**config.mk**
```make
export PLATFORM = sky130hd
export DESIGN_NAME = tx_framer
export DESIGN_NICKNAME = d
export VERILOG_FILES = /design/src/rtl/tx_frame_pkg.sv /design/src/rtl/tx_frame_timer.sv /design/src/rtl/tx_frame_datapath.sv /design/src/rtl/tx_frame_ctrl.sv /design/src/rtl/tx_framer.sv
export SDC_FILE = /design/constraint.sdc
export NUM_CORES = 1
export LEC_CHECK = 0
export ABC_CLOCK_PERIOD_IN_PS = 2750
export BUFFER_PORTS_ARGS = -buffer_cell sky130_fd_sc_hd__buf_2
export CORE_UTILIZATION = 55
export CTS_BUF_LIST = sky130_fd_sc_hd__clkbuf_2 sky130_fd_sc_hd__clkbuf_4 sky130_fd_sc_hd__clkbuf_8
export DETAILED_ROUTE_END_ITERATION = 8
export HOLD_SLACK_MARGIN = 0.03
export PLACE_DENSITY_LB_ADDON = 0.25
export SETUP_SLACK_MARGIN = 0.4
export SYNTH_ARGS = -nofsm -noshare
export SYNTH_HDL_FRONTEND = slang
export SYNTH_HIERARCHICAL = 1
export SYNTH_SLANG_ARGS = --single-unit
```
**constraint.sdc**
```tcl
create_clock -name clk -period 2.75 [get_ports clk]
set_clock_uncertainty 0.15 [all_clocks]
set_input_delay 0.275 -clock clk [delete_from_list [all_inputs] [get_ports clk]]
set_output_delay 0.275 -clock clk [all_outputs]
set_load 0.01 [all_outputs]
```
**src/rtl/tx_frame_pkg.sv**
```systemverilog
package tx_frame_pkg;

  typedef enum logic [2:0] {
    ST_IDLE,
    ST_PREAMBLE,
    ST_START,
    ST_FETCH,
    ST_DATA,
    ST_PARITY,
    ST_FINISH,
    ST_DONE
  } txState_t;

  // strobes from the control FSM to the datapath
  typedef struct packed {
    logic loadByte;
    logic emitPre;
    logic emitStart;
    logic emitData;
    logic emitParity;
    logic startVal;
    logic parityEven;
  } txCtrl_t;

endpackage

```
**src/rtl/tx_frame_timer.sv**
```systemverilog
module tx_frame_timer #(
  parameter int BIT_CYCLES = 4
) (
  input  logic clk,
  input  logic rstN,
  input  logic kick,
  output logic slotFree
);
  localparam int CW = (BIT_CYCLES > 2) ? $clog2(BIT_CYCLES) : 1;

  logic [CW-1:0] slotCnt;

  // a symbol occupies BIT_CYCLES clocks counted from its emit command
  always_ff @(posedge clk or negedge rstN) begin
    if (!rstN) begin
      slotCnt <= '0;
    end else if (kick) begin
      slotCnt <= CW'(BIT_CYCLES - 1);
    end else if (slotCnt != '0) begin
      slotCnt <= slotCnt - CW'(1);
    end
  end

  assign slotFree = (slotCnt == '0);

endmodule

```
**src/rtl/tx_frame_datapath.sv**
```systemverilog
module tx_frame_datapath
  import tx_frame_pkg::*;
#(
  parameter int BYTE_W = 8
) (
  input  logic              clk,
  input  logic              rstN,
  input  txCtrl_t           ctrl,
  input  logic [BYTE_W-1:0] inByte,
  output logic              bitOut,
  output logic              bitStrobe,
  output logic              burstOut
);
  logic [BYTE_W-1:0] shiftReg;
  logic              byteParity;

  always_ff @(posedge clk or negedge rstN) begin
    if (!rstN) begin
      shiftReg   <= '0;
      byteParity <= 1'b0;
      bitOut     <= 1'b0;
      bitStrobe  <= 1'b0;
      burstOut   <= 1'b0;
    end else begin
      bitStrobe <= ctrl.emitPre | ctrl.emitStart | ctrl.emitData | ctrl.emitParity;
      burstOut  <= ctrl.emitPre;
      if (ctrl.loadByte) begin
        shiftReg   <= inByte;
        byteParity <= ^inByte;
      end else if (ctrl.emitData) begin
        shiftReg <= {1'b0, shiftReg[BYTE_W-1:1]};
      end
      if (ctrl.emitData) begin
        bitOut <= shiftReg[0];
      end else if (ctrl.emitParity) begin
        // even parity repeats the byte's XOR, odd parity inverts it
        bitOut <= ctrl.parityEven ? byteParity : ~byteParity;
      end else if (ctrl.emitStart) begin
        bitOut <= ctrl.startVal;
      end else if (ctrl.emitPre) begin
        bitOut <= 1'b1;
      end
    end
  end

endmodule

```
**src/rtl/tx_frame_ctrl.sv**
```systemverilog
module tx_frame_ctrl
  import tx_frame_pkg::*;
#(
  parameter int BYTE_W    = 8,
  parameter int BURST_LEN = 32
) (
  input  logic                      clk,
  input  logic                      rstN,
  input  logic                      startSend,
  input  logic [1:0]                rateSel,
  input  logic [$clog2(BYTE_W)-1:0] lastBits,
  input  logic                      inValid,
  input  logic                      inLast,
  input  logic                      slotFree,
  output txCtrl_t                   ctrl,
  output logic                      inReady,
  output logic                      txDone
);
  localparam int LB_W  = $clog2(BYTE_W);
  localparam int CNT_W = $clog2(BYTE_W + 1);
  localparam int PRE_W = $clog2(BURST_LEN + 1);

  txState_t         state;
  logic             hiRate;
  logic [LB_W-1:0]  lastBitsQ;
  logic             lastByteQ;
  logic             partialQ;
  logic [CNT_W-1:0] bitIdx;
  logic [CNT_W-1:0] bitsToSend;
  logic [PRE_W-1:0] preCnt;
  logic             takeByte;

  always_comb begin
    ctrl            = '0;
    ctrl.startVal   = ~hiRate;
    ctrl.parityEven = hiRate & lastByteQ;
    inReady         = 1'b0;
    unique case (state)
      ST_PREAMBLE: ctrl.emitPre    = slotFree;
      ST_START:    ctrl.emitStart  = slotFree;
      ST_FETCH:    inReady         = slotFree;
      ST_DATA:     ctrl.emitData   = slotFree;
      ST_PARITY:   ctrl.emitParity = slotFree;
      default:     ;
    endcase
    takeByte      = inReady & inValid;
    ctrl.loadByte = takeByte;
  end

  assign txDone = (state == ST_DONE);

  always_ff @(posedge clk or negedge rstN) begin
    if (!rstN) begin
      state      <= ST_IDLE;
      hiRate     <= 1'b0;
      lastBitsQ  <= '0;
      lastByteQ  <= 1'b0;
      partialQ   <= 1'b0;
      bitIdx     <= '0;
      bitsToSend <= '0;
      preCnt     <= '0;
    end else begin
      unique case (state)
        ST_IDLE: begin
          if (startSend) begin
            hiRate    <= (rateSel != 2'd0);
            lastBitsQ <= lastBits;
            lastByteQ <= 1'b0;
            preCnt    <= '0;
            state     <= (rateSel != 2'd0) ? ST_PREAMBLE : ST_START;
          end
        end
        ST_PREAMBLE: begin
          if (slotFree) begin
            preCnt <= preCnt + PRE_W'(1);
            if (preCnt == PRE_W'(BURST_LEN - 1)) state <= ST_START;
          end
        end
        ST_START: begin
          if (slotFree) state <= ST_FETCH;
        end
        ST_FETCH: begin
          if (takeByte) begin
            lastByteQ <= inLast;
            bitIdx    <= '0;
            if (inLast && lastBitsQ != '0) begin
              partialQ   <= 1'b1;
              bitsToSend <= CNT_W'(lastBitsQ);
            end else begin
              partialQ   <= 1'b0;
              bitsToSend <= CNT_W'(BYTE_W);
            end
            state <= ST_DATA;
          end
        end
        ST_DATA: begin
          if (slotFree) begin
            bitIdx <= bitIdx + CNT_W'(1);
            if (bitIdx == bitsToSend - CNT_W'(1)) begin
              state <= partialQ ? ST_FINISH : ST_PARITY;
            end
          end
        end
        ST_PARITY: begin
          if (slotFree) state <= lastByteQ ? ST_FINISH : ST_FETCH;
        end
        ST_FINISH: begin
          if (slotFree) state <= ST_DONE;
        end
        ST_DONE: state <= ST_IDLE;
        default: state <= ST_IDLE;
      endcase
    end
  end

endmodule

```
**src/rtl/tx_framer.sv**
```systemverilog
module tx_framer
  import tx_frame_pkg::*;
#(
  parameter int BYTE_W     = 8,
  parameter int BIT_CYCLES = 4,
  parameter int BURST_LEN  = 32
) (
  input  logic                      clk,
  input  logic                      rstN,
  input  logic                      startSend,
  input  logic [1:0]                rateSel,
  input  logic [$clog2(BYTE_W)-1:0] lastBits,
  input  logic [BYTE_W-1:0]         inByte,
  input  logic                      inValid,
  input  logic                      inLast,
  output logic                      inReady,
  output logic                      bitOut,
  output logic                      bitStrobe,
  output logic                      burstOut,
  output logic                      txDone
);
  txCtrl_t ctrl;
  logic    slotFree;
  logic    kick;

  assign kick = ctrl.emitPre | ctrl.emitStart | ctrl.emitData | ctrl.emitParity;

  tx_frame_ctrl #(.BYTE_W(BYTE_W), .BURST_LEN(BURST_LEN)) i_ctrl (
    .clk(clk), .rstN(rstN), .startSend(startSend), .rateSel(rateSel),
    .lastBits(lastBits), .inValid(inValid), .inLast(inLast),
    .slotFree(slotFree), .ctrl(ctrl), .inReady(inReady), .txDone(txDone)
  );

  tx_frame_timer #(.BIT_CYCLES(BIT_CYCLES)) i_timer (
    .clk(clk), .rstN(rstN), .kick(kick), .slotFree(slotFree)
  );

  tx_frame_datapath #(.BYTE_W(BYTE_W)) i_dp (
    .clk(clk), .rstN(rstN), .ctrl(ctrl), .inByte(inByte),
    .bitOut(bitOut), .bitStrobe(bitStrobe), .burstOut(burstOut)
  );

endmodule

```
# Word-level counts from Yosys, hierarchy flattened
# Index checks and enable logic that the tools add are counted.
# op_classes
n_addsub	4
eq_ne	18
mux	38
bitwise	7
n_reduce_logical	19
# ops
operator	n
3-bit two-way mux	10
3-bit one-hot mux with 8 select lines	1
8-bit two-way mux	2
2-bit by 1-bit != test with 1-bit output, second input constant	8
2-bit nonzero test	7
1-bit two-way mux	13
3-bit == test, second input constant	4
4-bit two-way mux	3
6-bit two-way mux	2
6-bit one-hot mux with 2 select lines	1
3-bit AND reduction	3
9-bit AND reduction	1
2-bit two-way mux	4
4-bit one-hot mux with 2 select lines	1
8-bit XOR reduction	1
6-bit by 1-bit adder with 6-bit output, second input constant	1
3-bit by 2-bit == test with 1-bit output, second input constant	2
6-bit by 5-bit == test with 1-bit output, second input constant	1
4-bit by 1-bit adder with 4-bit output, second input constant	1
4-bit == test	1
2-bit AND reduction	2
4-bit nonzero test	1
4-bit by 1-bit subtractor with 4-bit output, second input constant	1
3-bit by 1-bit == test with 1-bit output, second input constant	1
10 further kinds	14
# word_totals
ff_bits	37
in_bits	18
output_inout_bits	5
word_cells	100

# Depth between registers and ports, before layout
# depth
depth_word	6
mapped_depth	11
ltp_nobuf	8

# Cells and area by module
# The synthesis kept the hierarchy.
# by_module_without_submodules
module	instances	cells_each	area_each_um2	seq_area_each_um2
tx_frame_ctrl	1	139	1386.3	575.6
tx_frame_datapath	1	55	578.1	300.3
tx_frame_timer	1	9	97.6	50.0
tx_framer	1	1	7.5	0.0

# Least setup slack after synthesis
# Ideal clock, no wire load.
# synth_path
path_type	register to register
startpoint	register i_timer.slotCnt[0]
endpoint	register i_dp.shiftReg[2]
setup_time_ns	0.128
t_arrival_ns	1.947
required_ns	2.472
setup_slack_ns	0.525
stages_incl_launch_ff	11
n_path_buf	4
synth_period_minus_slack_ns	2.225
path_cell_list	dfrtp_1 -> inv_1 -> ha_1 -> nor2b_1 -> nand4_2 -> inv_2 -> buf_4 -> buf_4 -> clkbuf_1 -> buf_2 -> o21ai_0
# synth_between
elab_chain_len	4
elab_cells_between_ends	6
cone_classes	mux (3); bitwise (1); reduce/logical (2)
# synth_lines
item	line	rtl
start, declared	tx_frame_timer.sv:11	logic [CW-1:0] slotCnt;
start signal, assigned	tx_frame_timer.sv:18	slotCnt <= CW'(BIT_CYCLES - 1);
start signal, assigned	tx_frame_timer.sv:20	slotCnt <= slotCnt - CW'(1);
2-bit zero test *	tx_frame_timer.sv:24	assign slotFree = (slotCnt == '0);
named net slotFree	tx_framer.sv:23	logic slotFree;
1-bit two-way mux *	tx_frame_ctrl.sv:38	unique case (state)
1-bit AND *	tx_frame_ctrl.sv:46	takeByte = inReady & inValid;
named net i_ctrl.takeByte	tx_frame_ctrl.sv:31	logic takeByte;
8-bit two-way mux / 2-bit nonzero test (equally long branches)	n/a	
end signal, assigned	tx_frame_datapath.sv:28	shiftReg <= inByte;
end signal, assigned	tx_frame_datapath.sv:31	shiftReg <= {1'b0, shiftReg[BYTE_W-1:1]};
end, declared	tx_frame_datapath.sv:14	logic [BYTE_W-1:0] shiftReg;
# The timed path passes the listed nets; every way through them passes the cells marked *.
# A chain may end at the register's enable or synchronous reset.

==> parameters.txt <==
Parameter                              Value

Route
  Total number of vias    roughly 1500
  Post-DR vias/cell    5.57
  Routed length per instance    roughly 14 um
  Drc violations    0
  Final WL    a little under 4 mm
  Total iterations of the first detailed-routing run    4
  Number of nets with antenna violations after detailed routing    0
  Starting DRC count in detailed routing    136

Pwr
  Combinational power share    0.423
  Leakage component of the power    approximately 0.0011 uW
  Internal power summed over all cells    around 1400 uW
  Peak supply drop    between 0.0004 and 0.0005 V
  Net switching fraction of the power    0.391
  Clock Power Share    0.164
  Net load switching power    a little over 900 uW
  Cell area power density    just over 1000 mW/mm^2
  Sequential share of power    0.413

Synthesis
  Most area-hungry cell type in the Yosys netlist    dfrtp_1
  Synth Area per Inst    slightly above 10 um^2
  Net Count, Synth    roughly 230
  Count of mapped cells out of synthesis    approximately 200
  Area contributors post-synth    dfrtp_1 (45%), xnor2_1 (4.2%), nand2_1 (4.0%)
  Seq/Total Area, Yosys    0.447
  Post-synth design cell area    between 0.002 and 0.0025 mm^2
  Number of warning messages in the yosys log    6
  Share of the synthesized area in the top cell type    0.447
  Flip-flop and latch count after synthesis    37
  Number of distinct library cells after synthesis    48

Floorplan
  Die boundary height    63.3 um
  Placeable core region    roughly 0.0035 mm^2
  Initial cell density of the core    0.597
  Top-Level Pins    23
  Row Count    21
  Area enclosed by the die boundary    around 0.004 mm^2
  Overall die width    around 63 um

Timing
  Total negative slack    0 ns
  Number of failing setup endpoints in the final timing report    0
  Total count of max-transition violations in the final report    0
  Minimum hold slack    between 0.06 and 0.07 ns
  Transition at the pin with the smallest max-transition slack    0.808 ns
  Post-layout minimum cycle time    2.17 ns
  Worst-case setup margin in the final layout    between 0.5 and 0.6 ns
  Highest clock frequency the design can meet    ~0.46 GHz
  Rel. slew slack    0.461
  Unrepaired setup endpoints after global routing    false
  Period utilization    0.788
  Hold Violations, Final    0

Hold path
  Path class of the lowest-slack min-delay path    in2reg
  Hold wc startpoint    lastBits[1]

Finish
  Share of final-layout standard cells stronger than drive strength 1    0.211
  Area occupied by multi-input gates    0.00105 mm^2
  Sequential cell area    about 930 um^2
  Antenna cell count    0
  Final standard cell count with taps included and fillers excluded    between 200 and 300
  Net total in the final layout    248
  FILL cells    between 200 and 300
  Share of the core filled with cells    0.661
  Relative area change from synthesis to final layout    10.8%

Clocking
  Later-pin clock latency in the skew report    around 0.29 ns
  Count of H-tree levels built during CTS    2
  Clock edge transition at the registers on the reported setup and hold paths    ~0.07 ns
  Clock tree from TritonCTS    done
  Buffer levels on the longest clock path    2
  CTS Root Cell    clkbuf_8
  Clk sinks    37
  # Post-CTS Setup Buffers    0
  Clock buffer count from CTS    5

Critical path
  Critical Path Fanout Max    17
  Data required time of the worst path    about 2.8 ns
  Kind of start point of the critical path    register
  Arrival time worst endpoint    approximately 2.2 ns
  Total buffers and inverters traversed by the critical path    1
  Cell family with the largest share of critical-path delay    simple AND/OR/NAND/NOR gates
  Launch point of the worst reg-to-reg path    i_ctrl/state[0]
  Critical Path End Type    register
  CP Class    reg2reg
  CP max stage delay    approximately 0.73 ns
  Ordered list of cells on the worst path    nor2_1, nand3_2, inv_2, or4_1, a211o_1
  Master of the slowest instance on the critical path    dfrtp_1
  Launching instance or port of the critical path    i_ctrl/state[0]

GRT
  Number of global-route vias before repair    about 1400
  Number of antenna violations at the first check in global routing    0
  Global Route Usage Sum    0.217
  Pin count of the biggest net entering global routing    38
  Global-route wire length before repair    6.53 mm
  Overflow left after global routing    0

Placed design
  Post-DP HPWL    around 2.8 mm
  Post-placement worst setup slack    a little over 0.4 ns
  Port buffer count    22
  Global placer's final weighted congestion    around 0.8
  Placed cell count    264

Flow run
  Max Cap Viol    0

Status
  Outcome    complete, no violations
==> state kept, by name, indices dropped and copies added, names as in the netlist <==
name,flops
i_dp/shiftReg,8
i_ctrl/preCnt,6
i_ctrl/bitIdx,4
i_ctrl/bitsToSend,4
i_ctrl/lastBitsQ,3
i_ctrl/state,3
i_timer/slotCnt,2
i_ctrl/hiRate,1
i_ctrl/lastByteQ,1
i_ctrl/partialQ,1
i_dp/bitOut,1
i_dp/bitStrobe,1
i_dp/burstOut,1
i_dp/byteParity,1
==> cell type report <==
class	count	area share
Multi-Input combinational cell	148	0.457
Sequential cell	37	0.404
Inverter	10	0.0185
Tap cell	46	0.0251
Clock buffer	8	0.0398
Timing Repair Buffer	24	0.0556
==> power groups by stage <==
| stage | Clock, uW | Combinational [uW] | Sequential (uW) |
|---|---|---|---|
| final | 386 | 994 | 972 |
| after detailed placement | 0 | 987 | 981 |
| after floorplan | 0 | 862 | 894 |
| after global placement | 0 | 942 | 968 |
| after global routing | 426 | 1110 | 1010 |
| after CTS | 400 | 995 | 971 |
==> metrics by stage <==
stage / area (um^2) / power [uW]
floorplan: 2070 / 1760
global placement: 2180 / 1910
detailed placement: 2180 / 1970
CTS: 2290 / 2370
global route: 2290 / 2540
finish: 2290 / 2350
==> path summary, 6_finish.rpt <==
path / endpoint / slack [ns] / depth (start not counted)
setup / recovery: i_timer/slotCnt[1] / 0.58 / 5
setup reg to reg: i_timer/slotCnt[1] / 0.58 / 5
hold reg to reg: i_timer/slotCnt[1] / 0.35 / 1
max in group asynchronous: i_ctrl/state[2] / 1.48 / 2
hold / removal: i_ctrl/lastBitsQ[1] / 0.06 / 2
min in group asynchronous: i_ctrl/state[1] / 0.45 / 2
==> cells in the mapped netlist, drive strengths merged <==
cell type and n:
o21bai 1, o41ai 1, nand3b 1, nand4 6, inv 10, o21ai 12, or4 2, nor2 19
nand2 22, nor2b 1, mux2 4, xor3 1, dfrtp 37, o21a 1, mux2i 7, nor3 3
o22ai 1, buf 8, a211oi 3, xor2 9, o311ai 1, a21oi 6, nand2b 5, a41o 1
ha 4, a211o 2, a21boi 1, nor3b 3, nand3 7, and3 5, a2111oi 1, a31oi 3
clkbuf 1, and2 3, nor4b 1, xnor2 10, and4 1
==> logic make-up (layout without fill, tap and decap cells) <==
kind of cell	Yosys count	in the layout	share of synthesized area
simple gates	79	79	0.210
flops	37	37	0.447
compound gates	34	34	0.117
xor+xnor	20	20	0.0925
buf+inv	19	42	0.0472
mux	11	11	0.0611
fa+ha+maj	4	4	0.0242
==> layer usage <==
layer / vias up / wire, um / track usage
met5: - / 0 / 0
met3: 7 / 165 / 0.0562
met2: 38 / 1860 / 0.336
li1: 747 / - / -
met1: 729 / 1780 / 0.287
met4: 0 / 64 / 0.0909
==> repair_timing <==
action	4_1_cts	5_1_grt
resized for setup	1	2
endpoints found under the setup margin	1	1
hold buffers	1	0
endpoints found under the hold margin	37	0
==> worst reg2reg max path: cells and delay by family (launching register included) <==
kind	cells	cell delay (ns)
AOI/OAI and AO/OA	1	0.25
buffers and inverters	1	0.15
DFF	1	0.73
and+or+nand+nor	3	0.78
==> cells in the final DEF (no fill, tap or decap), drive strengths merged, types with 5 or more instances in the layout <==
cell,synthesis,routed
buf,8,23
nand2b,5,5
inv,10,10
nand3,7,7
clkbuf,1,8
xor2,9,9
mux2i,7,7
nand4,6,6
nand2,22,22
o21ai,12,12
nor2,19,19
xnor2,10,10
a21oi,6,6
and3,5,5
dfrtp,37,37
Note: power is estimated with default switching activity, not from simulation.
